**src/rtl/txd_pkg.sv**
```systemverilog
package txd_pkg;
   // Descriptor status word flag positions (software and hardware agree on these)
   localparam int OWN_BIT = 31;
   localparam int EOR_BIT = 30;
   localparam int FS_BIT  = 29;
   localparam int LS_BIT  = 28;

   // Register field positions
   localparam int EN_BIT   = 2;
   localparam int POLL_BIT = 6;

   // Register byte offsets
   localparam logic [7:0] RA_BASE_LO = 8'h00;
   localparam logic [7:0] RA_BASE_HI = 8'h04;
   localparam logic [7:0] RA_CTRL    = 8'h08;
   localparam logic [7:0] RA_POLL    = 8'h0C;

   // Descriptor geometry
   localparam logic [31:0] BUFA_OFS    = 32'd8;
   localparam logic [31:0] DESC_STRIDE = 32'd16;

   typedef enum logic [2:0] {
      S_IDLE,
      S_STAT,
      S_BUFA,
      S_WORD,
      S_SEND,
      S_BACK
   } txd_state_e;
endpackage

```
**src/rtl/txd_regs.sv**
```systemverilog
module txd_regs
   import txd_pkg::*;
#(
   parameter int REG_AW     = 8,
   parameter int ALIGN_BITS = 8
) (
   input  logic              clk,
   input  logic              rst_n,
   input  logic              wr_en,
   input  logic [REG_AW-1:0] wr_addr,
   input  logic [31:0]       wr_data,
   input  logic              clr_pend,
   output logic [31:0]       ring_base,
   output logic              base_load,
   output logic              tx_en,
   output logic              poll_pend
);
   // The upper base register (RA_BASE_HI) is decoded by nobody: only 32-bit
   // addressing exists, so writes there land nowhere.
   logic hit_lo, hit_ctrl, hit_poll;
   assign hit_lo   = wr_en && (wr_addr == REG_AW'(RA_BASE_LO));
   assign hit_ctrl = wr_en && (wr_addr == REG_AW'(RA_CTRL));
   assign hit_poll = wr_en && (wr_addr == REG_AW'(RA_POLL)) && wr_data[POLL_BIT];

   logic unused_wdata;
   assign unused_wdata = ^wr_data[ALIGN_BITS-1:0];

   always_ff @(posedge clk) begin
      if (!rst_n) begin
         ring_base <= '0;
         base_load <= 1'b0;
         tx_en     <= 1'b0;
         poll_pend <= 1'b0;
      end else begin
         base_load <= 1'b0;
         if (hit_lo) begin
            ring_base <= {wr_data[31:ALIGN_BITS], {ALIGN_BITS{1'b0}}};
            base_load <= 1'b1;
         end
         if (hit_ctrl)
            tx_en <= wr_data[EN_BIT];
         // a new doorbell wins over the clear from the engine
         if (hit_poll)
            poll_pend <= 1'b1;
         else if (clr_pend)
            poll_pend <= 1'b0;
      end
   end

   p_poll_latch_r2: assert property (@(posedge clk) disable iff (!rst_n)
      hit_poll |=> poll_pend);

   p_enable_write_r3: assert property (@(posedge clk) disable iff (!rst_n)
      hit_ctrl |=> (tx_en == $past(wr_data[EN_BIT])));
endmodule

```
**src/rtl/txd_lane.sv**
```systemverilog
module txd_lane #(
   parameter bit BIG_ENDIAN = 1'b0
) (
   input  logic [31:0] word,
   input  logic [1:0]  sel,
   output logic [7:0]  lane_byte
);
   generate
      if (BIG_ENDIAN) begin : g_be
         assign lane_byte = word[8*(3-sel) +: 8];
      end else begin : g_le
         assign lane_byte = word[8*sel +: 8];
      end
   endgenerate
endmodule

```
**src/rtl/txd_core.sv**
```systemverilog
module txd_core
   import txd_pkg::*;
#(
   parameter int LEN_BITS   = 16,
   parameter bit BIG_ENDIAN = 1'b0
) (
   input  logic        clk,
   input  logic        rst_n,
   input  logic        tx_en,
   input  logic        poll_pend,
   input  logic [31:0] ring_base,
   input  logic        base_load,
   output logic        clr_pend,
   output logic        mem_req,
   output logic        mem_we,
   output logic [31:0] mem_addr,
   output logic [31:0] mem_wdata,
   input  logic        mem_ack,
   input  logic [31:0] mem_rdata,
   output logic [7:0]  tx_tdata,
   output logic        tx_tvalid,
   input  logic        tx_tready,
   output logic        tx_tlast,
   output logic        tx_ok
);
   generate
      if (LEN_BITS < 1 || LEN_BITS > 28) begin : g_bad_len
         $error("txd_core: LEN_BITS must lie in 1..28 so it stays clear of the flag bits");
      end
   endgenerate

   localparam logic [LEN_BITS-1:0] ONE = LEN_BITS'(1);

   txd_state_e          st_q;
   logic [31:0]         cur_q, stat_q, ptr_q, word_q;
   logic [LEN_BITS-1:0] cnt_q;
   logic                ok_q;
   logic [LEN_BITS-1:0] stat_len;

   assign stat_len = stat_q[LEN_BITS-1:0];
   assign clr_pend = (st_q == S_IDLE) && tx_en && poll_pend;

   always_ff @(posedge clk) begin
      if (!rst_n) begin
         st_q   <= S_IDLE;
         cur_q  <= '0;
         stat_q <= '0;
         ptr_q  <= '0;
         word_q <= '0;
         cnt_q  <= '0;
         ok_q   <= 1'b0;
      end else begin
         ok_q <= 1'b0;
         case (st_q)
            S_IDLE: if (tx_en && poll_pend) st_q <= S_STAT;
            S_STAT: if (mem_ack) begin
               stat_q <= mem_rdata;
               st_q   <= mem_rdata[OWN_BIT] ? S_BUFA : S_IDLE;
            end
            S_BUFA: if (mem_ack) begin
               ptr_q <= mem_rdata;
               cnt_q <= stat_len;
               st_q  <= (stat_len == '0) ? S_BACK : S_WORD;
            end
            S_WORD: if (mem_ack) begin
               word_q <= mem_rdata;
               st_q   <= S_SEND;
            end
            S_SEND: if (tx_tready) begin
               ptr_q <= ptr_q + 32'd1;
               cnt_q <= cnt_q - ONE;
               if (cnt_q == ONE)
                  st_q <= S_BACK;
               else if (ptr_q[1:0] == 2'b11)
                  st_q <= S_WORD;
            end
            S_BACK: if (mem_ack) begin
               ok_q  <= 1'b1;
               cur_q <= stat_q[EOR_BIT] ? ring_base : (cur_q + DESC_STRIDE);
               st_q  <= tx_en ? S_STAT : S_IDLE;
            end
            default: st_q <= S_IDLE;
         endcase
         if (base_load)
            cur_q <= ring_base;
      end
   end

   always_comb begin
      mem_req = (st_q == S_STAT) || (st_q == S_BUFA) || (st_q == S_WORD) || (st_q == S_BACK);
      mem_we  = (st_q == S_BACK);
      case (st_q)
         S_BUFA:  mem_addr = cur_q + BUFA_OFS;
         S_WORD:  mem_addr = {ptr_q[31:2], 2'b00};
         default: mem_addr = cur_q;
      endcase
   end

   assign mem_wdata = stat_q & ~(32'h1 << OWN_BIT);

   txd_lane #(.BIG_ENDIAN(BIG_ENDIAN)) u_lane (
      .word      (word_q),
      .sel       (ptr_q[1:0]),
      .lane_byte (tx_tdata)
   );

   assign tx_tvalid = (st_q == S_SEND);
   assign tx_tlast  = (st_q == S_SEND) && (cnt_q == ONE) && stat_q[LS_BIT];
   assign tx_ok     = ok_q;

   p_req_hold_r4: assert property (@(posedge clk) disable iff (!rst_n)
      (mem_req && !mem_ack) |=> (mem_req && $stable(mem_addr) && $stable(mem_we)));

   p_stream_hold_r12: assert property (@(posedge clk) disable iff (!rst_n)
      (tx_tvalid && !tx_tready) |=> (tx_tvalid && $stable(tx_tdata) && $stable(tx_tlast)));

   p_disabled_idle_r3: assert property (@(posedge clk) disable iff (!rst_n)
      ((st_q == S_IDLE) && !tx_en) |=> (st_q == S_IDLE));

   p_pulse_after_wb_r8: assert property (@(posedge clk) disable iff (!rst_n)
      tx_ok |-> $past(mem_req && mem_we && mem_ack));

   p_not_owned_idle_r5: assert property (@(posedge clk) disable iff (!rst_n)
      ((st_q == S_STAT) && mem_ack && !mem_rdata[OWN_BIT]) |=> (st_q == S_IDLE));
endmodule

```
**src/rtl/txd_poll_engine.sv**
```systemverilog
module txd_poll_engine
   import txd_pkg::*;
#(
   parameter int REG_AW     = 8,
   parameter int ALIGN_BITS = 8,
   parameter int LEN_BITS   = 16,
   parameter bit BIG_ENDIAN = 1'b0
) (
   input  logic              clk,
   input  logic              rst_n,
   input  logic              reg_wr_en,
   input  logic [REG_AW-1:0] reg_addr,
   input  logic [31:0]       reg_wdata,
   output logic              mem_req,
   output logic              mem_we,
   output logic [31:0]       mem_addr,
   output logic [31:0]       mem_wdata,
   input  logic              mem_ack,
   input  logic [31:0]       mem_rdata,
   output logic [7:0]        tx_tdata,
   output logic              tx_tvalid,
   input  logic              tx_tready,
   output logic              tx_tlast,
   output logic              tx_ok
);
   generate
      if (ALIGN_BITS < 4 || ALIGN_BITS > 16) begin : g_bad_align
         $error("txd_poll_engine: ALIGN_BITS must lie in 4..16");
      end
      if (REG_AW < 4 || REG_AW > 8) begin : g_bad_aw
         $error("txd_poll_engine: REG_AW must lie in 4..8");
      end
   endgenerate

   logic [31:0] ring_base;
   logic        base_load, tx_en, poll_pend, clr_pend;

   txd_regs #(.REG_AW(REG_AW), .ALIGN_BITS(ALIGN_BITS)) u_regs (
      .clk       (clk),
      .rst_n     (rst_n),
      .wr_en     (reg_wr_en),
      .wr_addr   (reg_addr),
      .wr_data   (reg_wdata),
      .clr_pend  (clr_pend),
      .ring_base (ring_base),
      .base_load (base_load),
      .tx_en     (tx_en),
      .poll_pend (poll_pend)
   );

   txd_core #(.LEN_BITS(LEN_BITS), .BIG_ENDIAN(BIG_ENDIAN)) u_core (
      .clk       (clk),
      .rst_n     (rst_n),
      .tx_en     (tx_en),
      .poll_pend (poll_pend),
      .ring_base (ring_base),
      .base_load (base_load),
      .clr_pend  (clr_pend),
      .mem_req   (mem_req),
      .mem_we    (mem_we),
      .mem_addr  (mem_addr),
      .mem_wdata (mem_wdata),
      .mem_ack   (mem_ack),
      .mem_rdata (mem_rdata),
      .tx_tdata  (tx_tdata),
      .tx_tvalid (tx_tvalid),
      .tx_tready (tx_tready),
      .tx_tlast  (tx_tlast),
      .tx_ok     (tx_ok)
   );
endmodule

```
**config.mk**
```make
export PLATFORM = sky130hd
export DESIGN_NAME = txd_poll_engine
export DESIGN_NICKNAME = d
export VERILOG_FILES = /design/src/rtl/txd_pkg.sv /design/src/rtl/txd_regs.sv /design/src/rtl/txd_lane.sv /design/src/rtl/txd_core.sv /design/src/rtl/txd_poll_engine.sv
export SDC_FILE = /design/constraint.sdc
export NUM_CORES = 1
export LEC_CHECK = 0
export BUFFER_PORTS_ARGS = -buffer_cell sky130_fd_sc_hd__buf_2
export CAP_MARGIN = 20
export CORE_ASPECT_RATIO = 1.5
export CORE_MARGIN = 1
export CORE_UTILIZATION = 45
export DETAILED_ROUTE_END_ITERATION = 10
export GPL_ROUTABILITY_DRIVEN = 0
export PLACE_DENSITY = 0.74
export SLEW_MARGIN = 20
export SYNTH_ARGS = -nofsm -noshare
export SYNTH_HDL_FRONTEND = slang
export SYNTH_SLANG_ARGS = --single-unit
```
**constraint.sdc**
```tcl
create_clock -name clk -period 2 [get_ports clk]
set_clock_uncertainty 0.2 [all_clocks]
set_input_delay 0.2 -clock clk [delete_from_list [all_inputs] [get_ports clk]]
set_output_delay 0.2 -clock clk [all_outputs]
set_load 0.02 [all_outputs]
```
==> results.toml <==
[cts]
h-tree-depth = 4
clkLatencyLatePin_ns = 0.45
cts_num_sinks = 170
path_clk_slew_ns = 0.07
clockRootBuffer = "clkbuf_16"
cts_tree = "built"
clockBufferDepth = 2
cts_buffers = 17

[floorplanning]
fp-row-count = 62
die_width_um = 117
start_util = 0.462
die_area_um2 = 20300
die_y_um = 174
core_area_um2 = 19200
io_pins = 154

[cells_and_area]
final_common_cell = "nand2_1"
syn2layout_area_growth_pct = 54.1
layout.nets = 1545
final_util = 0.712
layout-drive-gt1-share = 0.388
antenna_cells = 0
n_fill_cell = 1330
layout_common_cells = "183 x nand2_1, 141 x dfxtp_1, 136 x buf_4, 105 x buf_2, 100 x a21oi_1"

[global_routing]
grt_pass1_vias = 9800
antenna_found_initial = 0
grt_max_degree = 33
gr-total-overflow = 0
grt_pass1_wl_um = 50000
track_usage = 0.320

[synthesis]
synth_top_family_by_area = "simple AND/OR/NAND/NOR gates"
synth-xor-area-share = 0
synth-compound-area-share = 0.206
async_flop_share = 0
ys_seq_area_frac = 0.383
synthSimpleGateAreaFrac = 0.265
synth_cells = 1144
ys_warn_count = 0
muxShareOfSynthArea = 0.0883
synth_adder_area_share = 0.00563
synth.distinct_cells = 74
synth_edf_count = 0
synth-seq-cells = 170
syn-cell-area_um2 = 8890
syn_avg_cell_area_um2 = 7.77
synth_top_flop_cell = "dfxtp_1"

[worst_setup_path]
cp.arrival_ns = 1.95
crit_slowest_cell = "dfxtp_2"
worstPathRequired_ns = 1.60
critPathCaptureType = "primary output"
worstPathCellList = "buf_6, nand3b_1, buf_6, buf_16, buf_6, nand2_1, nand2_2, buf_6"
path_max_fanout = 6
cpMostUsedCell = "buf_6"
critPathMaxStageDelay_ns = 0.32
worstSetupStartpointType = "register"
path_class = "register to primary output"

[sta]
slew_viol_final = 0
max_freq_ghz = 0.425
rsz0062_at_grt = "yes"
setup_viol = 87
fin_ws_ns = -0.351
period_needed_ns = 2.35
finalCritPeriodShare = 1.18
finalHoldViolations = 0

[routing]
antenna_left = 0
met3_length_um = 3800
drc = 0
avgRoutedWirePerCell_um = 21.7
met2_wirelength_um = 18100
viasPerCell = 6.27
wl_um = 37600
dr.max_layer_used = "met4"
drt_iter0_drc = 1326
num_vias = 10900
wl_met1_um = 12600
drt_first_pass_iters = 7

[power_and_ir_drop]
fin_total_pwr_w = 0.00712
p_leak_nw = 5.47
ir_drop_v = 0.000566
cellPowerDensity_nw_per_um2 = 520

[placement]
hpwl_um = 21900
portBuffers = 144

[status]
violations = "setup timing"
status = "finished, violations left"

[job]
drv_cap = 0

[min_path]
min_path_type = "input pin to register"
==> power breakdown <==
part | total, W | internal [W] | switching [W]
Combinational | 0.000375 | 0.000173 | 0.000202
Sequential | 0.00338 | 0.00338 | 0.00000380
Clock | 0.00336 | 0.00177 | 0.00159
Total | 0.00712 | 0.00533 | 0.00179
==> registers in the layout, summed over array words and instances, names as in the netlist <==
signal and cells:
u_core.ptr_q 32, u_core.word_q 32, u_core.stat_q 31, u_core.cur_q 28, u_regs.ring_base 24, u_core.cnt_q 16, u_core.st_q 3, u_core.tx_ok 1
u_regs.base_load 1, u_regs.poll_pend 1, u_regs.tx_en 1
==> layout make-up <==
type / instances / area [µm²] / share of cell area
sequential: 170 / 3450 / 0.252
clock inverter: 14 / 154 / 0.0112
inverter: 11 / 52.6 / 0.00384
timing repair buffer: 395 / 3520 / 0.257
tap: 256 / 320 / 0.0234
clock buffer: 18 / 429 / 0.0313
multi-input combinational: 869 / 5770 / 0.421
==> synth_stat cells, types with 22 or more instances <==
cell type	n	area (µm²)
nand2_1	209	785
dfxtp_1	170	3400
a21oi_1	123	616
nor2_1	107	402
clkbuf_1	81	304
o21ai_0	63	315
nand3_1	37	185
mux2i_1	30	300
mux2_2	26	293
nor3_1	26	130
nand4_1	22	138
==> stage by stage <==
stage / setup slack (ns) / std cells / TNS, ns / cell area, µm² / hold WS (ns)
global route: -0.417 / 1733 / -14.16 / 13700 / 0.104
floorplan: -0.0589 / 1146 / -0.0949 / 8950 / 0.136
global placement: -0.114 / 1597 / -2.78 / 10800 / 0.235
CTS: -0.285 / 1705 / -7.74 / 12500 / 0.0224
finish: -0.351 / 1733 / -10.28 / 13700 / 0.0717
detailed placement: -0.164 / 1597 / -3.55 / 10800 / 0.240
==> final timing paths <==
check                           depth (start not counted)  slack (ns)                 to              start
worst max-delay path                                    8       -0.35       mem_addr[30]     u_core.st_q[2]
worst min-delay path                                    4        0.07       u_core.tx_ok            mem_ack
worst max register to register                         10       -0.17   u_core.word_q[0]     u_core.st_q[2]
worst min register to register                          2        0.25  u_core.stat_q[16]  u_core.stat_q[16]
==> metal layers <==
layer	vias up	track usage
met5	-	0
li1	4755	-
met3	266	0.0638
met1	5026	0.364
met4	0	0.203
met2	823	0.536
==> critical path, delay by kind of cell (launching register included) <==
kind                   cells  cell delay (ns)
buffers and inverters      5             0.74
DFF                        1             0.32
and+or+nand+nor            3             0.45
==> logic make-up (layout without fill, tap and decap cells) <==
logic type               Yosys count  in the layout
buffers and inverters            107            438
AO/OA/AOI/OAI                    298            298
adder cells (fa/ha/maj)            4              4
AND/OR/NAND/NOR                  499            499
other                              1              3
flip-flops                       170            170
multiplexers                      65             65
==> repair_timing <==
item,in CTS,in global routing
endpoints found under the hold margin,105,0
hold buffers,61,0
resized for setup,93,258
buffers inserted,11,20
cloned,4,11
setup endpoints to repair,64,120
pin swaps,14,57
Note: power is estimated with default switching activity, not from simulation.
